**config.mk**
```make
export PLATFORM = sky130hd
export DESIGN_NAME = clksrc_loss_qual
export DESIGN_NICKNAME = d
export VERILOG_FILES = /design/src/rtl/clq_pkg.sv /design/src/rtl/clq_timer.sv /design/src/rtl/clq_fsm.sv /design/src/rtl/clksrc_loss_qual.sv
export SDC_FILE = /design/constraint.sdc
export NUM_CORES = 1
export LEC_CHECK = 0
export BUFFER_PORTS_ARGS = -buffer_cell sky130_fd_sc_hd__clkbuf_2
export CORE_UTILIZATION = 40
export DETAILED_ROUTE_END_ITERATION = 10
export HOLD_SLACK_MARGIN = 0.1
export SLEW_MARGIN = 15
export SYNTH_ARGS = -nofsm -noshare
export SYNTH_HDL_FRONTEND = slang
export SYNTH_SLANG_ARGS = --single-unit
```
**constraint.sdc**
```tcl
create_clock -name clk_i -period 3.9 [get_ports clk_i]
set_clock_uncertainty 0.15 [all_clocks]
set_input_delay 1.17 -clock clk_i [delete_from_list [all_inputs] [get_ports clk_i]]
set_output_delay 1.17 -clock clk_i [all_outputs]
set_load 0.005 [all_outputs]
```
**src/rtl/clq_pkg.sv**
```systemverilog
package clq_pkg;
    typedef enum logic [1:0] {
        ST_AVAIL = 2'd0,
        ST_HOLD  = 2'd1,
        ST_LOST  = 2'd2,
        ST_WTR   = 2'd3
    } clq_state_e;
endpackage

```
**src/rtl/clq_timer.sv**
```systemverilog
// Saturating tick counter; reports expiry against a run-time limit.
module clq_timer #(
    parameter int TW = 16
) (
    input  logic          clk_i,
    input  logic          rst_ni,
    input  logic          restart_i,
    input  logic          tick_i,
    input  logic [TW-1:0] limit_i,
    output logic          expire_o
);
    localparam logic [TW-1:0] CNT_MAX = {TW{1'b1}};

    logic [TW-1:0] cnt_q;
    logic [TW:0]   cnt_inc;

    assign cnt_inc = {1'b0, cnt_q} + {{TW{1'b0}}, 1'b1};

    always_ff @(posedge clk_i) begin
        if (!rst_ni || restart_i) begin
            cnt_q <= '0;
        end else if (tick_i && (cnt_q != CNT_MAX)) begin
            cnt_q <= cnt_q + 1'b1;
        end
    end

    // Expires on the tick that brings the count up to the limit.
    always_comb begin
        expire_o = 1'b0;
        if (limit_i == '0) begin
            expire_o = 1'b1;
        end else if (tick_i && (cnt_inc >= {1'b0, limit_i})) begin
            expire_o = 1'b1;
        end
    end
endmodule

```
**src/rtl/clq_fsm.sv**
```systemverilog
// Qualification state machine.
module clq_fsm
    import clq_pkg::*;
(
    input  logic       clk_i,
    input  logic       rst_ni,
    input  logic       lost_i,
    input  logic       clear_i,
    input  logic       ho_zero_i,
    input  logic       wtr_zero_i,
    input  logic       expire_i,
    output clq_state_e state_o,
    output logic       restart_o,
    output logic       avail_o,
    output logic       locs_o,
    output logic       wtr_o
);
    clq_state_e state_q;
    clq_state_e state_d;

    always_ff @(posedge clk_i) begin
        if (!rst_ni) begin
            state_q <= ST_AVAIL;
        end else begin
            state_q <= state_d;
        end
    end

    always_comb begin
        state_d = state_q;
        unique case (state_q)
            ST_AVAIL: begin
                if (lost_i) begin
                    state_d = ho_zero_i ? ST_LOST : ST_HOLD;  // loss-now / loss-seen
                end
            end
            ST_HOLD: begin
                if (!lost_i) begin
                    state_d = ST_AVAIL;                      // glitch-gone
                end else if (expire_i) begin
                    state_d = ST_LOST;                       // hold-expire
                end
            end
            ST_LOST: begin
                if (!lost_i) begin
                    state_d = wtr_zero_i ? ST_AVAIL : ST_WTR; // back-now / signal-back
                end
            end
            ST_WTR: begin
                if (lost_i) begin
                    state_d = ST_LOST;                       // relapse
                end else if (clear_i || expire_i) begin
                    state_d = ST_AVAIL;                      // wtr-clear / wtr-expire
                end
            end
            default: state_d = ST_AVAIL;
        endcase
    end

    always_comb begin
        avail_o   = 1'b0;
        locs_o    = 1'b0;
        wtr_o     = 1'b0;
        unique case (state_q)
            ST_AVAIL, ST_HOLD: avail_o = 1'b1;
            ST_LOST:           locs_o  = 1'b1;
            ST_WTR:            wtr_o   = 1'b1;
            default:           avail_o = 1'b0;
        endcase
    end

    assign restart_o = (state_d != state_q);
    assign state_o   = state_q;
endmodule

```
**src/rtl/clksrc_loss_qual.sv**
```systemverilog
module clksrc_loss_qual
    import clq_pkg::*;
#(
    parameter int TW = 16
) (
    input  logic          clk_i,
    input  logic          rst_ni,
    input  logic          sig_lost_i,
    input  logic          ms_tick_i,
    input  logic [TW-1:0] holdoff_ms_i,
    input  logic [TW-1:0] wtr_ms_i,
    input  logic          clr_wtr_i,
    output logic          src_avail_o,
    output logic          locs_o,
    output logic          wtr_busy_o
);
    clq_state_e    state;
    logic          restart;
    logic          expire;
    logic [TW-1:0] limit;

    // The window limit follows the state that is counting.
    assign limit = (state == ST_WTR) ? wtr_ms_i : holdoff_ms_i;

    clq_timer #(.TW(TW)) u_timer (
        .clk_i     (clk_i),
        .rst_ni    (rst_ni),
        .restart_i (restart),
        .tick_i    (ms_tick_i),
        .limit_i   (limit),
        .expire_o  (expire)
    );

    clq_fsm u_fsm (
        .clk_i      (clk_i),
        .rst_ni     (rst_ni),
        .lost_i     (sig_lost_i),
        .clear_i    (clr_wtr_i),
        .ho_zero_i  (holdoff_ms_i == '0),
        .wtr_zero_i (wtr_ms_i == '0),
        .expire_i   (expire),
        .state_o    (state),
        .restart_o  (restart),
        .avail_o    (src_avail_o),
        .locs_o     (locs_o),
        .wtr_o      (wtr_busy_o)
    );
endmodule

```
## Word level (Yosys, flattened, before mapping)

Cells that the tools add are included.

- Magnitude comparators: 1
- Mux-type cells: 15
- Add/sub/neg operators: 2
- Reductions and logical operators: 10
- Equality and inequality tests: 5

Operators with widths:

| kind | number |
|---|---|
| 16-bit zero test | 3 |
| 16-bit by 1-bit adder with 17-bit output (second input constant) | 1 |
| 17-bit by 16-bit >= comparator with 1-bit output | 1 |
| 16-bit by 1-bit adder with 16-bit output (second input constant) | 1 |
| 16-bit 2-to-1 mux | 1 |
| 2-bit 2-to-1 mux | 8 |
| 16-bit inequality test (second input constant) | 1 |
| 2-bit case mux with 4 select lines | 1 |
| 1-bit 2-to-1 mux | 5 |
| 2-bit == test (second input constant) | 2 |
| 2-bit by 1-bit == test with 1-bit output (second input constant) | 1 |
| 1-bit logical AND | 2 |
| 2-bit zero test | 1 |
| 1-bit logical OR | 2 |
| 2-bit inequality test | 1 |
| 2-bit OR reduction | 1 |
| 1-bit zero test | 1 |

- Bits of input ports: 37
- Output and inout bits: 3
- Logic and storage cells: 35
- Flip-flop bits (word level): 18

## Longest topological paths before layout

- Word-level depth: 12
- Mapped depth: 15
- Mapped depth without buffers: 14

## By module

Synthesis repeated with hierarchy kept, for this count alone.

- Cell total of the unflattened synthesis: 227
- Area, all modules: 1901.8 um^2

Modules (own cells, without submodules):

| module | sequential area each (um^2) | area an instance (um^2) | cells an instance | instances |
|---|---|---|---|---|
| clq_timer | 320.3 | 1432.6 | 177 | 1 |
| clksrc_loss_qual | 0.0 | 302.8 | 28 | 1 |
| clq_fsm | 40.0 | 166.4 | 22 | 1 |

## Least setup slack after synthesis

Ideal clock, no wire load.

- Path kind: register to register
- From: register u_fsm.state_q[0], in the netlist u_fsm.state_o[0]
- To: register u_timer.cnt_q[10]
- Clock period less this slack: 3.612 ns
- Stages on the path, launching flop included: 14
- Setup time: 0.145 ns
- Required time: 3.605 ns
- Buffers on the path: 4
- Arrival time: 3.317 ns
- Setup slack: 0.288 ns
- Cell sequence: dfxtp_1 clkbuf_1 nand2_1 clkbuf_1 buf_1 mux2i_1 ha_1 nand4_1 or4_1 o2111ai_1 o211ai_1 o2111ai_4 buf_6 a211oi_2

- Longest elaborated chain between the ends: 12
- Elaborated cells on any way between the ends: 20
- Those cells by class: 1 x order compare; 4 x eq/ne; 10 x mux; 5 x reduce/logical

Ends and longest elaborated chain:

| what | line | source |
|---|---|---|
| start, declared | clq_fsm.sv:18 | `clq_state_e state_q;` |
| start signal, assigned | clq_fsm.sv:25 | `state_q <= state_d;` |
| 2-bit == test | clq_fsm.sv:31, clksrc_loss_qual.sv:23 |  |
| 16-bit 2-to-1 mux | clksrc_loss_qual.sv:23 | `assign limit = (state == ST_WTR) ? wtr_ms_i : holdoff_ms_i;` |
| 17-bit by 16-bit >= comparator with 1-bit output | clq_timer.sv:32 | `end else if (tick_i && (cnt_inc >= {1'b0, limit_i})) begin` |
| 1-bit logical AND | clq_timer.sv:32 |  |
| 1-bit 2-to-1 mux | clq_timer.sv:32 |  |
| 1-bit 2-to-1 mux | clq_timer.sv:30 | `if (limit_i == '0) begin` |
| 1-bit logical OR | clq_fsm.sv:52 | `end else if (clear_i \|\| expire_i) begin` |
| 2-bit 2-to-1 mux | clq_fsm.sv:52 |  |
| 2-bit 2-to-1 mux | clq_fsm.sv:50 | `if (lost_i) begin` |
| 2-bit case mux with 4 select lines | clq_fsm.sv:31 | `unique case (state_q)` |
| 2-bit inequality test (*) | clq_fsm.sv:72 | `assign restart_o = (state_d != state_q);` |
| 1-bit logical OR (*) | clq_timer.sv:20 | `if (!rst_ni \|\| restart_i) begin` |
| end signal, assigned | clq_timer.sv:23 | `cnt_q <= cnt_q + 1'b1;` |
| end, declared | clq_timer.sv:14 | `logic [TW-1:0] cnt_q;` |

Mark *: on every way between the ends. The rest lies on a longest branch, timed or not.
A chain may end at the register's enable or synchronous reset.

## Worst setup path in the final report

- From: register u_timer.cnt_q[1]
- To: register u_timer.cnt_q[2]

- Longest elaborated chain between the ends: 11
- Elaborated cells on any way between the ends: 16
- Those cells by class: 2 x add/sub; 1 x order compare; 2 x eq/ne; 7 x mux; 4 x reduce/logical

Ends and longest elaborated chain:

| what | line | source |
|---|---|---|
| 16-bit by 1-bit adder with 17-bit output (*) | clq_timer.sv:17 | `assign cnt_inc = {1'b0, cnt_q} + {{TW{1'b0}}, 1'b1};` |
| net u_timer.cnt_inc[14] | clq_timer.sv:15 | `logic [TW:0] cnt_inc;` |
| 17-bit by 16-bit >= comparator with 1-bit output (*) | clq_timer.sv:32 |  |
| 1-bit logical AND (*) | clq_timer.sv:32 |  |
| 1-bit 2-to-1 mux (*) | clq_timer.sv:32 |  |
| 1-bit 2-to-1 mux (*) | clq_timer.sv:30 |  |
| 1-bit logical OR | clq_fsm.sv:52 |  |
| 2-bit 2-to-1 mux | clq_fsm.sv:52 |  |
| 2-bit 2-to-1 mux | clq_fsm.sv:50 |  |
| 2-bit case mux with 4 select lines (*) | clq_fsm.sv:31 |  |
| 2-bit inequality test (*) | clq_fsm.sv:72 |  |
| 1-bit logical OR (*) | clq_timer.sv:20 |  |

The timed path passes the listed nets; every way through them passes the cells marked *.

==> qor.txt <==
========================================================================================
Slew HR                                                                            0.706
Number of sinks on the clock net                                                      18
Met1 wire length                                                                 2210 um
Required time of the critical path                                               3.92 ns
Stages on the worst setup path                                                        15
Post-placement setup slack                                                      0.285 ns
Slowest-stage cell, CP                                                      sky130_fd_sc_hd__dfxtp_1
Synthesized net count                                                                277
Wire length per cell                                                             14.1 um
Clock Path Buffers                                                                     2
Maximum number of pins on one net before global-route repair                          21
Number of buffers and inverters on the critical path                                   1
Failing checks                                                              design-rule violations
Clock Root Buffer                                                           sky130_fd_sc_hd__clkbuf_8
Critical path fanouts, max                                                            17
Total Power                                                                     0.394 mW
Starting Density                                                                   0.423
Cts hold-fix bufs                                                                      0
R2R Setup Slk                                                                    0.34 ns
Die Y                                                                            70.6 um
Horiz. Die Dim                                                                   70.6 um
Final-report max-slew violation count                                                  0
Synthesized instance count                                                           224
Final WL                                                                         4390 um
I/O pin total                                                                         40
CP arrival                                                                       3.58 ns
GRT Residual Overflow                                                                  0
Number of distinct library cells after synthesis                                      42
CP endpoint                                                                 u_timer.cnt_q[2]
First-pass GRT wire length                                                       7320 um
Worst setup path startpoint                                                 u_timer.cnt_q[1]
Critical path, cell by cell                                                 ha_1, nand3_2, nor2_1, nand3_1, nor3_2, xor2_1, ha_1, a21o_1, a21oi_1, o21ai_0, a221o_1, a21oi_4, o2111ai_4, buf_12, a211oi_1
Status                                                                      complete, but fails checks
Worst Min Path Start                                                        u_timer.cnt_q[1]
Power density over cell area                                                 180 nW/um^2
Final antenna-violating net count                                                      0
Share of synthesized area occupied by flip-flops and latches                       0.191
Setup-violating endpoint count in the final report                                     0
IR Drop Worst-Case VDD                                                            148 uV
Number of global-route vias before repair                                          1,590
Worst-margin pin slew                                                           0.437 ns
Layout area overhead                                                               16.5%
Number of nets in the layout                                                         315
Final worst slack                                                               0.338 ns
End-of-flow core utilization                                                       0.493
CTS H-Tree Depth                                                                       1
Via count of the routed design                                                     1,736
Fraction of layout cells with a size suffix above 1                                0.258
DRT iter0 DRCs                                                                        95
DIE AREA                                                                       4980 um^2
Pre-antenna DRT Iters                                                                  7
Class of the most critical hold timing path                                 flip-flop to flip-flop
Portion of synthesized cell area occupied by the leading cell type                 0.191
Delay contributed by the slowest stage of the critical path                      0.36 ns
Fraction of synthesis flops using an asynchronous set or reset pin                     0
Number of enable flip-flop cells after synthesis                                       0
Cell area after layout                                                         2190 um^2
Area of the core                                                               4440 um^2
#FFs+latches synth                                                                    18
Static Leakage                                                                  0.956 nW
Unrepaired setup endpoints after global routing                                       no
All-Layer GR Usage                                                                 0.183
Cell taking the most area after synthesis                                   sky130_fd_sc_hd__dfxtp_1
Final HPWL DP                                                                    3610 um
Number of maximum-capacitance violations                                               0
CTS tree                                                                             yes
Crit Path Class                                                             flip-flop to flip-flop
Placed Cells incl. Taps                                                              309
Cell Area, Synth                                                               1880 um^2
Dpl cell area                                                                  2150 um^2
Number of warning messages in the yosys log                                            0
Top cell family by delay on the critical path                               compound AO/OA/AOI/OAI gates
DR DRC count                                                                          16
Final sum of negative setup slack                                                   0 ns
Crit end category                                                              flip-flop
Shortest clock period the worst path allows after layout                         3.56 ns
Destination of the worst register-to-register timing path                   u_timer.cnt_q[2]
Cell row count                                                                        24
Number of antenna violations at the first check in global routing                      0
Port bufs                                                                             39
Main flop type after synthesis                                              sky130_fd_sc_hd__dfxtp_1
Portion of the clock cycle consumed by the worst path in the final layout          0.913
Number of buffers created by CTS                                                       3
Ranking of synthesized cells by area                                        sky130_fd_sc_hd__dfxtp_1 (19%), sky130_fd_sc_hd__ha_1 (11%), sky130_fd_sc_hd__mux2i_1 (8.5%)
Hold slack                                                                      0.439 ns
Worst path most repeated cell                                               sky130_fd_sc_hd__ha_1
Final GP Congestion                                                                0.776
Via count normalized by instance count                                              5.56
Startpoint of the lowest-slack register-to-register path                    u_timer.cnt_q[1]
Path depth of the worst reg2reg path                                                  15
Antenna fix cells                                                                      0
Clock latency of the later-clocked register in the worst-skew pair               0.25 ns
Worst-path clk slew                                                              0.07 ns
Count of final hold-check violations                                                   0
Count of non-filler cells in the finished layout                                     312
Met2 routed WL                                                                   1910 um
Met3 wire len                                                                     238 um
Element type at the critical path start                                        flip-flop
Synthesized area per cell                                                      8.40 um^2
Uppermost metal layer occupied by signal nets                                       met4
Highest Clock Rate                                                               281 MHz
========================================================================================
-- worst min path at each step --
stage	slack, ns	depth (start not counted)	endpoint
6_report	0.44	2	u_timer.cnt_q[1]
4_1_cts	0.44	2	u_timer.cnt_q[1]
3_5_place_dp	0.43	2	u_timer.cnt_q[1]
2_1_floorplan	0.38	2	u_timer.cnt_q[1]
3_3_place_gp	0.41	2	u_timer.cnt_q[1]
5_1_grt	0.49	2	u_timer.cnt_q[14]
-- synth_stat cells (all sizes together), types with 2 or more instances --
| library cell | instances |
|---|---|
| dfxtp | 18 |
| nand2 | 18 |
| a211oi | 17 |
| nor2 | 17 |
| xor2 | 17 |
| ha | 16 |
| mux2i | 16 |
| xnor2 | 12 |
| nand4 | 10 |
| a21oi | 8 |
| nand3 | 8 |
| nor3 | 8 |
| nor4 | 8 |
| buf | 7 |
| clkbuf | 6 |
| o21ai | 6 |
| nand2b | 4 |
| a21o | 3 |
| inv | 3 |
| a31oi | 2 |
| and4 | 2 |
| o2111ai | 2 |
| o21a | 2 |
| or2 | 2 |
| or3 | 2 |
-- worst min-delay path: cells and delay by family, from the launching register on --
kind	cells	cell delay (ns)
mux	1	0.14
flops	1	0.33
compound gates	1	0.06
-- per-layer routing --
| layer | vias to the layer above | global-route usage |
|---|---|---|
| met4 | 0 | 0.0333 |
| met1 | 781 | 0.259 |
| li1 | 908 | - |
| met3 | 2 | 0.0228 |
| met2 | 45 | 0.303 |
| met5 | - | 0 |
-- where the power goes --
part | total [mW] | internal, mW | switching, mW | leakage (nW)
combinational | 0.0762 | 0.0338 | 0.0424 | 0.789
clock | 0.130 | 0.0685 | 0.0613 | 0.0216
sequential | 0.188 | 0.185 | 0.00255 | 0.145
-- what timing repair did --
| item | in CTS | in global routing |
|---|---|---|
| endpoints found under the hold margin | 0 | 0 |
| setup buffers | 0 | 0 |
| setup endpoints to repair | 0 | 1 |
| gates resized for setup | 0 | 1 |
-- flip-flops by register name (all words and copies together), names as in the netlist --
| signal | count |
|---|---|
| u_fsm.state_o | 2 |
| u_timer.cnt_q | 16 |
-- layout make-up --
type	count	area, um^2
tap	52	65.1
inverter	3	11.3
timing repair buffer	46	260
multi-input combinational	190	1450
clock buffer	3	41.3
fill	437	2250
sequential	18	360
-- layout by cell type, fill, tap and decap left out, types with 2 or more instances in the layout --
master / n
sky130_fd_sc_hd__a211oi_1: 8
sky130_fd_sc_hd__a211oi_2: 9
sky130_fd_sc_hd__a21o_1: 3
sky130_fd_sc_hd__a21oi_1: 6
sky130_fd_sc_hd__a31oi_1: 2
sky130_fd_sc_hd__and4_1: 2
sky130_fd_sc_hd__buf_4: 6
sky130_fd_sc_hd__clkbuf_2: 39
sky130_fd_sc_hd__clkbuf_8: 3
sky130_fd_sc_hd__dfxtp_1: 18
sky130_fd_sc_hd__ha_1: 16
sky130_fd_sc_hd__inv_1: 3
sky130_fd_sc_hd__mux2i_1: 16
sky130_fd_sc_hd__nand2_1: 18
sky130_fd_sc_hd__nand2b_1: 4
sky130_fd_sc_hd__nand3_1: 7
sky130_fd_sc_hd__nand4_1: 10
sky130_fd_sc_hd__nor2_1: 17
sky130_fd_sc_hd__nor3_1: 7
sky130_fd_sc_hd__nor4_1: 8
sky130_fd_sc_hd__o21a_1: 2
sky130_fd_sc_hd__o21ai_0: 6
sky130_fd_sc_hd__or2_2: 2
sky130_fd_sc_hd__or3_1: 2
sky130_fd_sc_hd__xnor2_1: 12
sky130_fd_sc_hd__xor2_1: 17
-- kinds of logic after synthesis --
group           after synthesis  synth area share
buf+inv                      16            0.0386
fa+ha+maj                    16             0.106
simple gates                 83             0.226
compound gates               45             0.211
mux                          17            0.0911
xor+xnor                     29             0.135
flops                        18             0.191
No activity file was read; power rests on OpenSTA's default activity.
